$ cat src/rtl/i2c_rs_pkg.sv
package i2c_rs_pkg;

  // Kind of byte slot the slave is currently in.
  typedef enum logic [2:0] {
    SL_IDLE,
    SL_ADDR,
    SL_SUB,
    SL_WR,
    SL_RD
  } slot_e;

  // Fixed upper six bits of the device address.
  localparam logic [5:0] DEV_PREFIX = 6'b101110;

endpackage

$ cat src/rtl/i2c_rs_line_sync.sv
module i2c_rs_line_sync #(
  parameter int STAGES = 2
) (
  input  logic clk,
  input  logic rst_n,
  input  logic scl_i,
  input  logic sda_i,
  output logic sda_s,
  output logic scl_rise,
  output logic scl_fall,
  output logic start_det,
  output logic stop_det
);

  logic [STAGES-1:0] scl_p;
  logic [STAGES-1:0] sda_p;
  logic              scl_q;
  logic              sda_q;
  logic              scl_now;

  for (genvar g = 0; g < STAGES; g++) begin : g_stage
    if (g == 0) begin : g_first
      always_ff @(posedge clk or negedge rst_n) begin
        if (!rst_n) begin
          scl_p[g] <= 1'b1;
          sda_p[g] <= 1'b1;
        end else begin
          scl_p[g] <= scl_i;
          sda_p[g] <= sda_i;
        end
      end
    end else begin : g_rest
      always_ff @(posedge clk or negedge rst_n) begin
        if (!rst_n) begin
          scl_p[g] <= 1'b1;
          sda_p[g] <= 1'b1;
        end else begin
          scl_p[g] <= scl_p[g-1];
          sda_p[g] <= sda_p[g-1];
        end
      end
    end
  end

  always_ff @(posedge clk or negedge rst_n) begin
    if (!rst_n) begin
      scl_q <= 1'b1;
      sda_q <= 1'b1;
    end else begin
      scl_q <= scl_p[STAGES-1];
      sda_q <= sda_p[STAGES-1];
    end
  end

  assign scl_now   = scl_p[STAGES-1];
  assign sda_s     = sda_p[STAGES-1];
  assign scl_rise  = scl_now & ~scl_q;
  assign scl_fall  = ~scl_now & scl_q;
  assign start_det = scl_now & scl_q & sda_q & ~sda_s;
  assign stop_det  = scl_now & scl_q & ~sda_q & sda_s;

endmodule

$ cat src/rtl/i2c_rs_sda_drive.sv
module i2c_rs_sda_drive #(
  parameter int DELAY = 3
) (
  input  logic clk,
  input  logic rst_n,
  input  logic load,
  input  logic pull_next,
  output logic pull_o
);

  localparam int CW = $clog2(DELAY + 1);

  logic [CW-1:0] cnt;
  logic          armed;
  logic          held;

  always_ff @(posedge clk or negedge rst_n) begin
    if (!rst_n) begin
      cnt    <= '0;
      armed  <= 1'b0;
      held   <= 1'b0;
      pull_o <= 1'b0;
    end else if (load) begin
      cnt   <= CW'(DELAY);
      armed <= 1'b1;
      held  <= pull_next;
    end else if (armed) begin
      if (cnt == '0) begin
        pull_o <= held;
        armed  <= 1'b0;
      end else begin
        cnt <= cnt - 1'b1;
      end
    end
  end

endmodule

$ cat src/rtl/i2c_rs_reg_bank.sv
module i2c_rs_reg_bank #(
  parameter int REG_COUNT = 16,
  parameter int AW        = 7,
  parameter int DW        = 8
) (
  input  logic          clk,
  input  logic          rst_n,
  input  logic          we,
  input  logic [AW-1:0] waddr,
  input  logic [DW-1:0] wdata,
  input  logic [AW-1:0] raddr,
  output logic [DW-1:0] rdata
);

  logic [DW-1:0] regs [REG_COUNT];

  for (genvar g = 0; g < REG_COUNT; g++) begin : g_reg
    always_ff @(posedge clk or negedge rst_n) begin
      if (!rst_n) begin
        regs[g] <= '0;
      end else if (we && (waddr == AW'(g))) begin
        regs[g] <= wdata;
      end
    end
  end

  always_comb begin
    rdata = '0;
    for (int i = 0; i < REG_COUNT; i++) begin
      if (raddr == AW'(i)) rdata = regs[i];
    end
  end

endmodule

$ cat src/rtl/i2c_regslave.sv
module i2c_regslave
  import i2c_rs_pkg::*;
#(
  parameter int REG_COUNT   = 16,
  parameter int SYNC_STAGES = 2,
  parameter int DRIVE_DELAY = 3
) (
  input  logic clk,
  input  logic rst_n,
  input  logic scl_i,
  input  logic sda_i,
  input  logic addr_strap,
  output logic sda_pull_o
);

  localparam int AW    = 7;
  localparam int DW    = 8;
  localparam int BIT_W = $clog2(DW + 2);
  localparam logic [BIT_W-1:0] LAST_BIT = BIT_W'(DW - 1);
  localparam logic [BIT_W-1:0] ACK_BIT  = BIT_W'(DW);

  logic          sda_s;
  logic          scl_rise;
  logic          scl_fall;
  logic          start_det;
  logic          stop_det;

  slot_e         kind;
  logic [BIT_W-1:0] bit_cnt;
  logic [DW-2:0] rx;
  logic [DW-1:0] tx;
  logic [AW-1:0] ptr;
  logic          inc;
  logic          rw;
  logic          ack;

  logic [DW-1:0] byte_in;
  logic [AW-1:0] ptr_step;
  logic [AW-1:0] rd_addr;
  logic [DW-1:0] rd_data;
  logic          addr_hit;
  logic          wr_en;
  logic          pull_next;

  i2c_rs_line_sync #(.STAGES(SYNC_STAGES)) u_sync (
    .clk       (clk),
    .rst_n     (rst_n),
    .scl_i     (scl_i),
    .sda_i     (sda_i),
    .sda_s     (sda_s),
    .scl_rise  (scl_rise),
    .scl_fall  (scl_fall),
    .start_det (start_det),
    .stop_det  (stop_det)
  );

  assign byte_in  = {rx, sda_s};
  assign ptr_step = inc ? ptr + 1'b1 : ptr;
  assign rd_addr  = (kind == SL_ADDR) ? ptr : ptr_step;
  assign addr_hit = (byte_in[DW-1:1] == {DEV_PREFIX, addr_strap});
  assign wr_en    = scl_rise && (kind == SL_WR) && (bit_cnt == LAST_BIT);

  i2c_rs_reg_bank #(.REG_COUNT(REG_COUNT), .AW(AW), .DW(DW)) u_bank (
    .clk   (clk),
    .rst_n (rst_n),
    .we    (wr_en),
    .waddr (ptr),
    .wdata (byte_in),
    .raddr (rd_addr),
    .rdata (rd_data)
  );

  // Slot sequencing, sampled on synchronized SCL rising edges.
  always_ff @(posedge clk or negedge rst_n) begin
    if (!rst_n) begin
      kind    <= SL_IDLE;
      bit_cnt <= '0;
      rx      <= '0;
      tx      <= '0;
      ptr     <= '0;
      inc     <= 1'b0;
      rw      <= 1'b0;
      ack     <= 1'b0;
    end else if (start_det) begin
      kind    <= SL_ADDR;
      bit_cnt <= '0;
      ack     <= 1'b0;
    end else if (stop_det) begin
      kind    <= SL_IDLE;
      bit_cnt <= '0;
      ack     <= 1'b0;
    end else if (scl_rise && (kind != SL_IDLE)) begin
      if (bit_cnt != ACK_BIT) begin
        rx      <= byte_in[DW-2:0];
        bit_cnt <= bit_cnt + 1'b1;
        if (kind == SL_RD) tx <= {tx[DW-2:0], 1'b0};
        if (bit_cnt == LAST_BIT) begin
          case (kind)
            SL_ADDR: begin
              if (addr_hit) begin
                ack <= 1'b1;
                rw  <= byte_in[0];
              end else begin
                ack  <= 1'b0;
                kind <= SL_IDLE;
              end
            end
            SL_SUB: begin
              ptr <= byte_in[AW-1:0];
              inc <= byte_in[DW-1];
              ack <= 1'b1;
            end
            SL_WR: begin
              ptr <= ptr_step;
              ack <= 1'b1;
            end
            default: ack <= 1'b0;
          endcase
        end
      end else begin
        bit_cnt <= '0;
        ack     <= 1'b0;
        case (kind)
          SL_ADDR: begin
            if (rw) begin
              kind <= SL_RD;
              tx   <= rd_data;
            end else begin
              kind <= SL_SUB;
            end
          end
          SL_SUB: kind <= SL_WR;
          SL_RD: begin
            if (sda_s) begin
              kind <= SL_IDLE;
            end else begin
              ptr <= ptr_step;
              tx  <= rd_data;
            end
          end
          default: ;
        endcase
      end
    end
  end

  // Level that SDA should take during the coming SCL low phase.
  always_comb begin
    pull_next = 1'b0;
    if (kind != SL_IDLE) begin
      if (bit_cnt == ACK_BIT) pull_next = ack && (kind != SL_RD);
      else if (kind == SL_RD) pull_next = ~tx[DW-1];
    end
  end

  i2c_rs_sda_drive #(.DELAY(DRIVE_DELAY)) u_drive (
    .clk       (clk),
    .rst_n     (rst_n),
    .load      (scl_fall),
    .pull_next (pull_next),
    .pull_o    (sda_pull_o)
  );

endmodule

$ cat config.mk
export PLATFORM = sky130hd
export DESIGN_NAME = i2c_regslave
export DESIGN_NICKNAME = d
export VERILOG_FILES = /design/src/rtl/i2c_rs_pkg.sv /design/src/rtl/i2c_rs_line_sync.sv /design/src/rtl/i2c_rs_sda_drive.sv /design/src/rtl/i2c_rs_reg_bank.sv /design/src/rtl/i2c_regslave.sv
export SDC_FILE = /design/constraint.sdc
export NUM_CORES = 1
export LEC_CHECK = 0
export BUFFER_PORTS_ARGS = -buffer_cell sky130_fd_sc_hd__buf_4
export CAP_MARGIN = 30
export CORE_MARGIN = 2
export CORE_UTILIZATION = 43
export CTS_CLUSTER_DIAMETER = 150
export DETAILED_ROUTE_END_ITERATION = 7
export GPL_ROUTABILITY_DRIVEN = 0
export GPL_TIMING_DRIVEN = 0
export HOLD_SLACK_MARGIN = 0.08
export SYNTH_ARGS = -nofsm -noshare
export SYNTH_HDL_FRONTEND = slang
export SYNTH_SLANG_ARGS = --single-unit
$ cat constraint.sdc
create_clock -name clk -period 2.5 [get_ports clk]
set_input_delay 0.625 -clock clk [delete_from_list [all_inputs] [get_ports clk]]
set_output_delay 0.625 -clock clk [all_outputs]
set_load 0.005 [all_outputs]
## Yosys cells after proc, flatten, opt, wreduce, memory -nomap -nowiden

Index checks and enable logic that the tools add are counted.

| storage, ports and cells | value |
|---|---|
| flip-flop bits (word level) | 171 |
| input port bits | 5 |
| output and inout bits | 1 |
| logic and storage cells | 199 |

| cells by class | value |
|---|---|
| add/sub/neg operators | 3 |
| equal/unequal tests | 50 |
| muxes and demuxes | 58 |
| bitwise logic cells | 15 |
| reductions and logical operators | 39 |

Operators with widths:

| operator | count |
|---|---|
| 8-bit 2-to-1 mux | 20 |
| 7-bit by 4-bit equality test with 1-bit output (second input constant) | 16 |
| 7-bit by 3-bit equality test with 1-bit output (second input constant) | 8 |
| 7-bit 2-to-1 mux | 6 |
| 7-bit by 2-bit equality test with 1-bit output (second input constant) | 4 |
| 3-bit 2-to-1 mux | 9 |
| 7-bit AND reduction | 3 |
| 1-bit logical AND | 20 |
| 4-bit 2-to-1 mux | 4 |
| 8-bit one-hot mux with 2 select lines | 1 |
| 7-bit by 1-bit equality test with 1-bit output (second input constant) | 2 |
| 7-bit logical NOT | 2 |
| 7-bit one-hot mux with 2 select lines | 1 |
| 1-bit 2-to-1 mux | 12 |
| 4-bit != test (second input constant) | 3 |
| 6-bit AND reduction | 2 |
| 3-bit one-hot mux with 3 select lines | 1 |
| 1-bit NOT | 8 |
| 7-bit by 1-bit adder with 7-bit output (second input constant) | 1 |
| 1-bit bitwise AND | 7 |
| 7-bit equality test | 1 |
| 3-bit by 2-bit equality test with 1-bit output (second input constant) | 2 |
| 2-bit 2-to-1 mux | 3 |
| 3-bit by 2-bit != test with 1-bit output (second input constant) | 2 |
| 20 further kinds | 27 |

## Longest topological paths before layout

Gate-level depths: netlist of the first run.

| depth | value |
|---|---|
| word-level depth | 23 |
| depth in mapped cells | 13 |
| gate-level depth less buffers | 10 |

## Modules after synthesis

Synthesis of the first run repeated with hierarchy kept, for this count alone.

| unflattened totals | value |
|---|---|
| cells, all modules | 726 |
| area, all modules | 8697.1 µm² |

By module, submodules not included:

| module | times used | cells each | area each (µm²) | sequential area each (µm²) |
|---|---|---|---|---|
| i2c_rs_reg_bank | 1 | 493 | 6307.3 | 3203.1 |
| i2c_regslave | 1 | 205 | 1968.1 | 800.8 |
| i2c_rs_sda_drive | 1 | 18 | 231.5 | 125.1 |
| i2c_rs_line_sync | 1 | 10 | 190.2 | 157.7 |

## Worst setup path after synthesis of the first run

Ideal clock, no wire load.

| path | value |
|---|---|
| kind | register -> register |
| from | register kind[1] |
| to | register tx[0] |
| library setup time | 124 ps |
| data arrival time | 2340 ps |
| required time | 2376 ps |
| slack | 36 ps |
| stages on the path, launching flop included | 11 |
| path buffers | 2 |
| clock period less this slack | 2464 ps |
| cell sequence | dfrtp_1 -> buf_6 -> or3b_4 -> nand3_2 -> and2_1 -> buf_6 -> mux4_2 -> and2b_1 -> a21oi_1 -> a21oi_1 -> o31a_1 |

| on the way | value |
|---|---|
| longest elaborated chain between the ends | 22 |
| elaborated cells on any way between the ends | 46 |
| classes of those cells | 20 x eq/ne; 21 x mux; 5 x reduce/logical |

Ends and longest elaborated chain:

| element | line | text |
|---|---|---|
| from (decl) | i2c_regslave.sv:28 | `slot_e kind;` |
| from (signal assigned) | i2c_regslave.sv:76 | `kind <= SL_IDLE;` |
| from (signal assigned) | i2c_regslave.sv:85 | `kind <= SL_ADDR;` |
| from (signal assigned) | i2c_regslave.sv:89 | `kind <= SL_IDLE;` |
| 3-bit by 1-bit equality test with 1-bit output | i2c_regslave.sv:59, i2c_regslave.sv:123 |  |
| 7-bit 2-to-1 mux | i2c_regslave.sv:59 | `assign rd_addr = (kind == SL_ADDR) ? ptr : ptr_step;` |
| 7-bit logical NOT | i2c_rs_reg_bank.sv:30 | `if (raddr == AW'(i)) rdata = regs[i];` |
| 8-bit 2-to-1 mux (16 in series) | i2c_rs_reg_bank.sv:30 |  |
| 8-bit 2-to-1 mux (on tied branches) | i2c_regslave.sv:134, i2c_regslave.sv:125 |  |
| 8-bit one-hot mux with 2 select lines | i2c_regslave.sv:123 | `case (kind)` |
| 8-bit 2-to-1 mux | i2c_regslave.sv:93 | `if (bit_cnt != ACK_BIT) begin` |
| to (signal assigned) | i2c_regslave.sv:96 | `if (kind == SL_RD) tx <= {tx[DW-2:0], 1'b0};` |
| to (signal assigned) | i2c_regslave.sv:127 | `tx <= rd_data;` |
| to (signal assigned) | i2c_regslave.sv:138 | `tx <= rd_data;` |
| to (decl) | i2c_regslave.sv:31 | `logic [DW-1:0] tx;` |

Several ways; a longest one is shown, not always the timed one. The select of a mux whose other input is x is not followed.
A chain may end at the register's enable or synchronous reset.

## Worst setup path in the final report of the first run

| path | value |
|---|---|
| from | register kind[2] |
| to | register tx[5] |

Same word-level chain as after synthesis.

==> results of run 1 <==
worst max path at each step:
stage | slack (ns) | to | from | cells past startpoint
3_3_place_gp | -0.57 | tx[6] | ptr[0] | 10
3_5_place_dp | -0.64 | tx[5] | ptr[0] | 10
5_1_grt | -0.26 | tx[5] | kind[2] | 11
2_1_floorplan | 0.04 | tx[0] | kind[1] | 10
6_report | -0.21 | tx[5] | kind[2] | 10
4_1_cts | -0.17 | tx[6] | kind[1] | 11
worst max-delay path, cell delays in order, from the launching register on:
cell	delay [ns]
dfrtp_1	0.37
buf_6	0.14
or3b_4	0.46
and3_4	0.19
a221o_1	0.37
o211ai_4	0.12
buf_12	0.16
o32ai_4	0.12
a221o_1	0.38
a21oi_2	0.19
o21ai_1	0.09
state kept, by name, summed over array words and instances (netlist names):
register / count
u_bank.regs: 128
tx: 8
ptr: 7
rx: 7
bit_cnt: 4
kind: 3
u_drive.cnt: 2
ack: 1
inc: 1
rw: 1
u_drive.armed: 1
u_drive.held: 1
u_drive.pull_o: 1
u_sync.scl_now: 1
u_sync.scl_p: 1
u_sync.scl_q: 1
u_sync.sda_p: 1
u_sync.sda_q: 1
u_sync.sda_s: 1
cells in the final DEF, fill, tap and decap left out, types with 5 or more instances in the layout:
master	netlist	layout
dfrtp_1	165	163
mux2_2	131	131
buf_4	6	55
nand2_1	63	54
a21oi_1	48	41
nor2_1	54	37
o21ai_0	43	30
clkbuf_1	26	24
clkbuf_16	0	19
o21ai_1	5	15
buf_6	7	14
and3_1	14	13
nor2_4	0	13
o22ai_1	15	13
nand3_1	17	12
nand2_2	2	10
a31oi_1	10	10
buf_12	0	9
nor3_1	12	9
inv_1	10	8
nor2_2	3	7
mux4_2	7	7
a21oi_2	1	7
a211oi_4	1	7
mux2i_1	7	6
dfstp_2	6	6
clkinvlp_4	0	5
nand3_2	2	5
a221o_1	5	5
ha_1	7	5
timing repair:
action | in CTS | in global routing
hold endpoints to repair | 0 | 0
setup buffers | 26 | 31
gates cloned | 0 | 3
setup endpoints to repair | 134 | 145
hold buffers | 0 | 0
pin swaps | 30 | 39
resized for setup | 101 | 73
cell type report:
class                   count  area (sq um)
plain buffers              52         379.1
clock buffers              21         450.4
well taps                 270         337.8
fillers                  1634          9024
flip-flops and latches    171          4289
multi-input cells         554          4772
inverters                  10         45.04
repair buffers             66         658.1
clock inverters            11         148.9
power by group:
part | total [mW] | internal, mW | switching [mW] | leakage (nW)
clock | 2.73 | 1.60 | 1.13 | 0.283
sequential | 2.91 | 2.85 | 0.0574 | 2.34
combinational | 0.660 | 0.178 | 0.482 | 2.23
total | 6.29 | 4.63 | 1.67 | 4.86
routing by layer:
layer / up-vias / part of all wire (%) / track usage, %
li1: 3060 / - / -
met1: 3614 / 41 / 31.74
met2: 268 / 49 / 39.46
met3: 68 / 7.1 / 5.373
met4: 0 / 2.8 / 8.689
met5: - / 0 / 0
per-stage QoR:
step	hold WS (ns)	worst slack (ns)	utilization [%]
after floorplan	0.3294	0.03624	-
after global placement	0.3503	-0.5711	45.53
after detailed placement	0.3505	-0.6414	45.74
after CTS	0.08179	-0.1709	52.17
after global routing	0.09689	-0.2621	55.12
final	0.07338	-0.2138	55.12
kinds of logic (layout without fill, tap and decap cells):
kind of cell,after synthesis,in the layout,synth area share (%)
simple gates,199,199,11.30
compound gates,196,196,14.95
flops,171,171,48.84
mux,147,147,19.73
buf+inv,62,160,3.678
fa+ha+maj,7,7,0.9978
xor+xnor,5,5,0.4989
==> flow_metrics.tcl, run 1 <==
set metrics [dict create \
    run_status "complete, but fails checks" \
    violations "negative setup slack" \
    drive_above_1_share_pct 42.60 \
    grt_pass1_vias 6881 \
    relSlewSlack_pct 44.17 \
    maxCapViolCount 0 \
    dp_hpwl_um 17310 \
    worst_ep_required_time_ns 2.82 \
    die_h_um 146.9 \
    worstReg2RegStart "kind[2]" \
    totalWireLength_um 26420 \
    clock_sinks 171 \
    layout.cells.non_filler 1155 \
    root_buffer "clkbuf_16" \
    worstSetupPathType "reg -> reg" \
    drtIter0Drc 684 \
    final.setup.tns_ns -1.195 \
    synth_commonest_cells "dfrtp_1, mux2_2, nand2_1" \
    synth_top_area_cell "dfrtp_1" \
    cts.path.max_buffers 2 \
    dpl_cell_area_sq_um 9195 \
    syn_to_final_growth_pct 26.24 \
    layout_setup_ws_ns -0.2138 \
    coreArea_sq_um 20100 \
    detail-route-antenna-nets 0 \
    finalCritPeriodShare_pct 108.6 \
    static-leakage-power_nw 4.857 \
    htree_levels 4 \
    synthMostInstantiatedCell "dfrtp_1" \
    die-area_sq_um 21570 \
    drc_errors 0 \
    ios 6 \
    nets 884 \
    grt-ovfl-total 0 \
    synth_area_sq_um 8777 \
    tightest_slew_ns 0.8375 \
    initial_core_util_pct 43.66 \
    fin_area_sq_um 11080 \
    cp-end-kind "flop" \
    io_buffers 5 \
    crit-reg2reg-capture "tx[5]" \
    cp.arrival_ns 3.03 \
    r2r_cells 10 \
    cts_buffers 17 \
    p_per_area_nw_per_um2 567.9 \
    yosysSeqAreaShare_pct 48.84 \
    slew_violations 0 \
    hold_viol 0 \
    hp-class "in -> async" \
    drt-pass1-iter-count 6 \
    p_total_mw 6.293 \
    clock_latency_ns 0.44 \
    synth_edf_count 0 \
    synth_top_cell_area_share_pct 47.04 \
    grt_max_degree 126 \
    synth-async-reset-ratio_pct 100.0 \
    start_kind "flop" \
    synth-main-ff-cell "dfrtp_1" \
    wire_per_inst_um 22.88 \
    grt_pass1_wl_um 39650 \
    skew_ns 0.008956 \
    layout_min_cycle_time_ns 2.714 \
    reg2reg_slack_ns -0.21 \
    clock.fmax_mhz 368.5 \
    track_usage_pct 24.13 \
    diodes 0 \
    synth_cell_types 83 \
    path_max_fanout 8 \
    ir_drop_mv 0.4176 \
    grt_setup_unrepaired "yes" \
    syn-instance-count 787 \
    clk_pin_slew_worst_paths_ns 0.06 \
    antenna_found_initial 0 \
    die_w_um 146.9 \
    synthTopCellsByArea "dfrtp_1, mux2_2, a21oi_1, nand2_1, o21ai_0" \
    final-setup-viol-count 8 \
    yosys_warnings 0 \
    tritoncts "done" \
    ys_ff_latch 171 \
    vias_per_cell 6.069 \
    synth_nets 799 \
    placed_cells 1064 \
    avgSynthCellArea_sq_um 11.15 \
    vias 7010 \
    rows 52 \
]
Power figures use the tool's default switching activity.
==> run 2: changes to the inputs <==
- BUFFER_PORTS_ARGS: -buffer_cell sky130_fd_sc_hd__buf_4 -> unset
- CAP_MARGIN: 30 -> 20
- DONT_BUFFER_PORTS: unset -> 1
==> run 2 against run 1 <==
Effect of this change:
- the flow finishes with violations (negative hold slack, negative setup slack)
- utilization down 0.80 points
- sequential share of layout area up 0.57 points
- first-iteration DRC count down 11%
- critical path depth unchanged
- die area unchanged
- worst setup slack better by 0.025 ns
- wire length down 1.6%
- critical endpoint is now tx[1]
- largest cell class unchanged
- largest power group unchanged
==> flow_metrics.tcl, run 2 (synthesis results as in run 1) <==
set metrics [dict create \
    run_status "complete, but fails checks" \
    violations "negative hold slack, negative setup slack" \
    reg_top3 "u_bank.regs (128), tx (8)" \
    relSlewSlack_pct 41.79 \
    drive_above_1_share_pct 41.39 \
    whs_ns -0.1202 \
    grt_max_degree 172 \
    coreArea_sq_um 20100 \
    rows 52 \
    die_h_um 146.9 \
    cp_top_family "compound AO/OA/AOI/OAI gates" \
    area.sequential_sq_um 4289 \
    clk_pin_slew_worst_paths_ns 0.07 \
    ir_drop_mv 0.4557 \
    dp_slack_ns -0.6196 \
    antenna_found_initial 0 \
    p_sw_share_pct 27.09 \
    htree_levels 4 \
    p_per_area_nw_per_um2 565.5 \
    grt_setup_unrepaired "yes" \
    slew_violations 0 \
    share_comb_of_total_power_pct 9.7 \
    wire_per_inst_um 22.90 \
    layout_setup_ws_ns -0.1886 \
    cts_buffers 17 \
    critPathMaxStageDelay_ns 0.46 \
    static-leakage-power_nw 4.758 \
    skew_ns 0.01256 \
    path_max_fanout 7 \
    final-setup-viol-count 16 \
    cp_slowest_cell "or3b_4" \
    multi_input_area_sq_um 4761 \
    root_buffer "clkbuf_16" \
    tightest_slew_ns 0.8731 \
    clockPowerShare_pct 43.4 \
    vias 7067 \
    tritoncts "done" \
    initial_core_util_pct 43.66 \
    diodes 0 \
    grt_pass1_wl_um 39290 \
    fillers 1683 \
    hp-class "in -> async" \
    reg2reg_slack_ns -0.19 \
    cts.path.max_buffers 2 \
    totalWireLength_um 26000 \
    grt-ovfl-total 0 \
    largest_reg_flops 128 \
    detail-route-antenna-nets 0 \
    drc_errors 0 \
    hold_viol 165 \
    worstSetupPathType "reg -> reg" \
    drt-pass1-iter-count 7 \
    clock.fmax_mhz 371.9 \
    die_w_um 146.9 \
    cp.arrival_ns 3.01 \
    worst_ep_required_time_ns 2.82 \
    p_seq_share_pct 47.0 \
    layout.cells.non_filler 1135 \
    die-area_sq_um 21570 \
    layout_min_cycle_time_ns 2.689 \
    grt_pass1_vias 6845 \
    finalCritPeriodShare_pct 107.5 \
    worstPathCellList "buf_6 -> or3b_4 -> and3_4 -> a221o_1 -> o211ai_4 -> buf_12 -> o32ai_2 -> a221o_1 -> a21oi_2 -> o21ai_1" \
    placed_cells 1057 \
    final_cell_mix "dfrtp_1, mux2_2, nand2_1" \
    start_kind "flop" \
    drtIter0Drc 612 \
    vias_per_cell 6.226 \
    io_buffers 0 \
    clock_latency_ns 0.44 \
    cp_common_cell "a221o_1" \
    top_register "u_bank.regs" \
    p_int_mw 4.502 \
    ios 6 \
    layout.cells.most_common "dfrtp_1" \
    dp_hpwl_um 17050 \
    nets 864 \
    cp-end-kind "flop" \
    track_usage_pct 23.97 \
    cp_num_buf_inv 2 \
    switching_power_mw 1.673 \
    clock_sinks 171 \
    maxCapViolCount 0 \
    syn_to_final_growth_pct 24.40 \
]
run 2: cell count changes in the layout (fill, tap and decap cells not counted), moves of 3 or more:
cell and delta:
o21ai_1 -3, clkbuf_1 -3, nand3_2 -3, nand3_1 +3, buf_12 +4, buf_4 -18
inv_6 +4
run 2: area by class of cell:
type,count,share of cell area [%]
repair buffers,47,4.858
clock inverters,15,1.501
clock buffers,17,3.896
plain buffers,51,3.392
well taps,270,3.094
inverters,10,0.3781
flip-flops and latches,171,39.28
multi-input cells,554,43.60
run 2: power by group through the flow:
stage	sequential, mW	clock, mW	combinational [mW]
5_1_grt	2.91	2.84	0.641
2_1_floorplan	2.94	0	0.332
6_report	2.90	2.68	0.597
4_1_cts	2.90	2.71	0.575
3_3_place_gp	2.95	0	0.529
3_5_place_dp	2.95	0	0.554
run 2: path summary, 6_finish.rpt:
| kind | from | end | cells after the start |
|---|---|---|---|
| worst max-delay path | kind[2] | tx[1] | 10 |
| worst min-delay path | rst_n | kind[2] | 0 |
| worst max register to register | kind[2] | tx[1] | 10 |
| worst min register to register | u_sync.scl_p[0] | u_sync.scl_now | 0 |
| max in group asynchronous | rst_n | u_bank.regs[66] | 0 |
| min in group clk | sda_i | u_sync.sda_p[0] | 0 |
run 2: metrics by stage:
step / util (%) / TNS (ns) / power [mW] / area [sq um] / hold WS (ns)
after global routing: 54.31 / -5.904 / 6.395 / 10920 / -0.1391
after floorplan: - / 0 / 3.270 / 8777 / 0.3294
after CTS: 51.65 / -7.050 / 6.182 / 10380 / -0.1347
after global placement: 45.34 / -16.06 / 3.477 / 9115 / 0.3341
after detailed placement: 45.34 / -21.55 / 3.506 / 9115 / 0.3346
final: 54.31 / -1.155 / 6.175 / 10920 / -0.1202
run 2: timing repair:
action / 4_1_cts / 5_1_grt
setup buffers: 24 / 20
gates cloned: 0 / 3
hold endpoints to repair: 171 / 171
endpoints found under the setup margin: 133 / 145
pin swaps: 21 / 39
resized for setup: 102 / 61
run 2: per-layer routing:
layer	wire, um	global-route usage (%)	part of all wire, %	up-vias
li1	-	-	-	3034
met2	12530	39.41	48	329
met3	2284	5.807	8.8	87
met1	10200	30.82	39	3617
met5	0	0	0	-
met4	977	9.126	3.8	0
run 2: worst reg2reg max path, stage by stage (launching register included):
cell and delay (ns):
dfrtp_1 0.37, buf_6 0.14, or3b_4 0.46, and3_4 0.19
a221o_1 0.38, o211ai_4 0.12, buf_12 0.15, o32ai_2 0.10
a221o_1 0.35, a21oi_2 0.23, o21ai_1 0.08
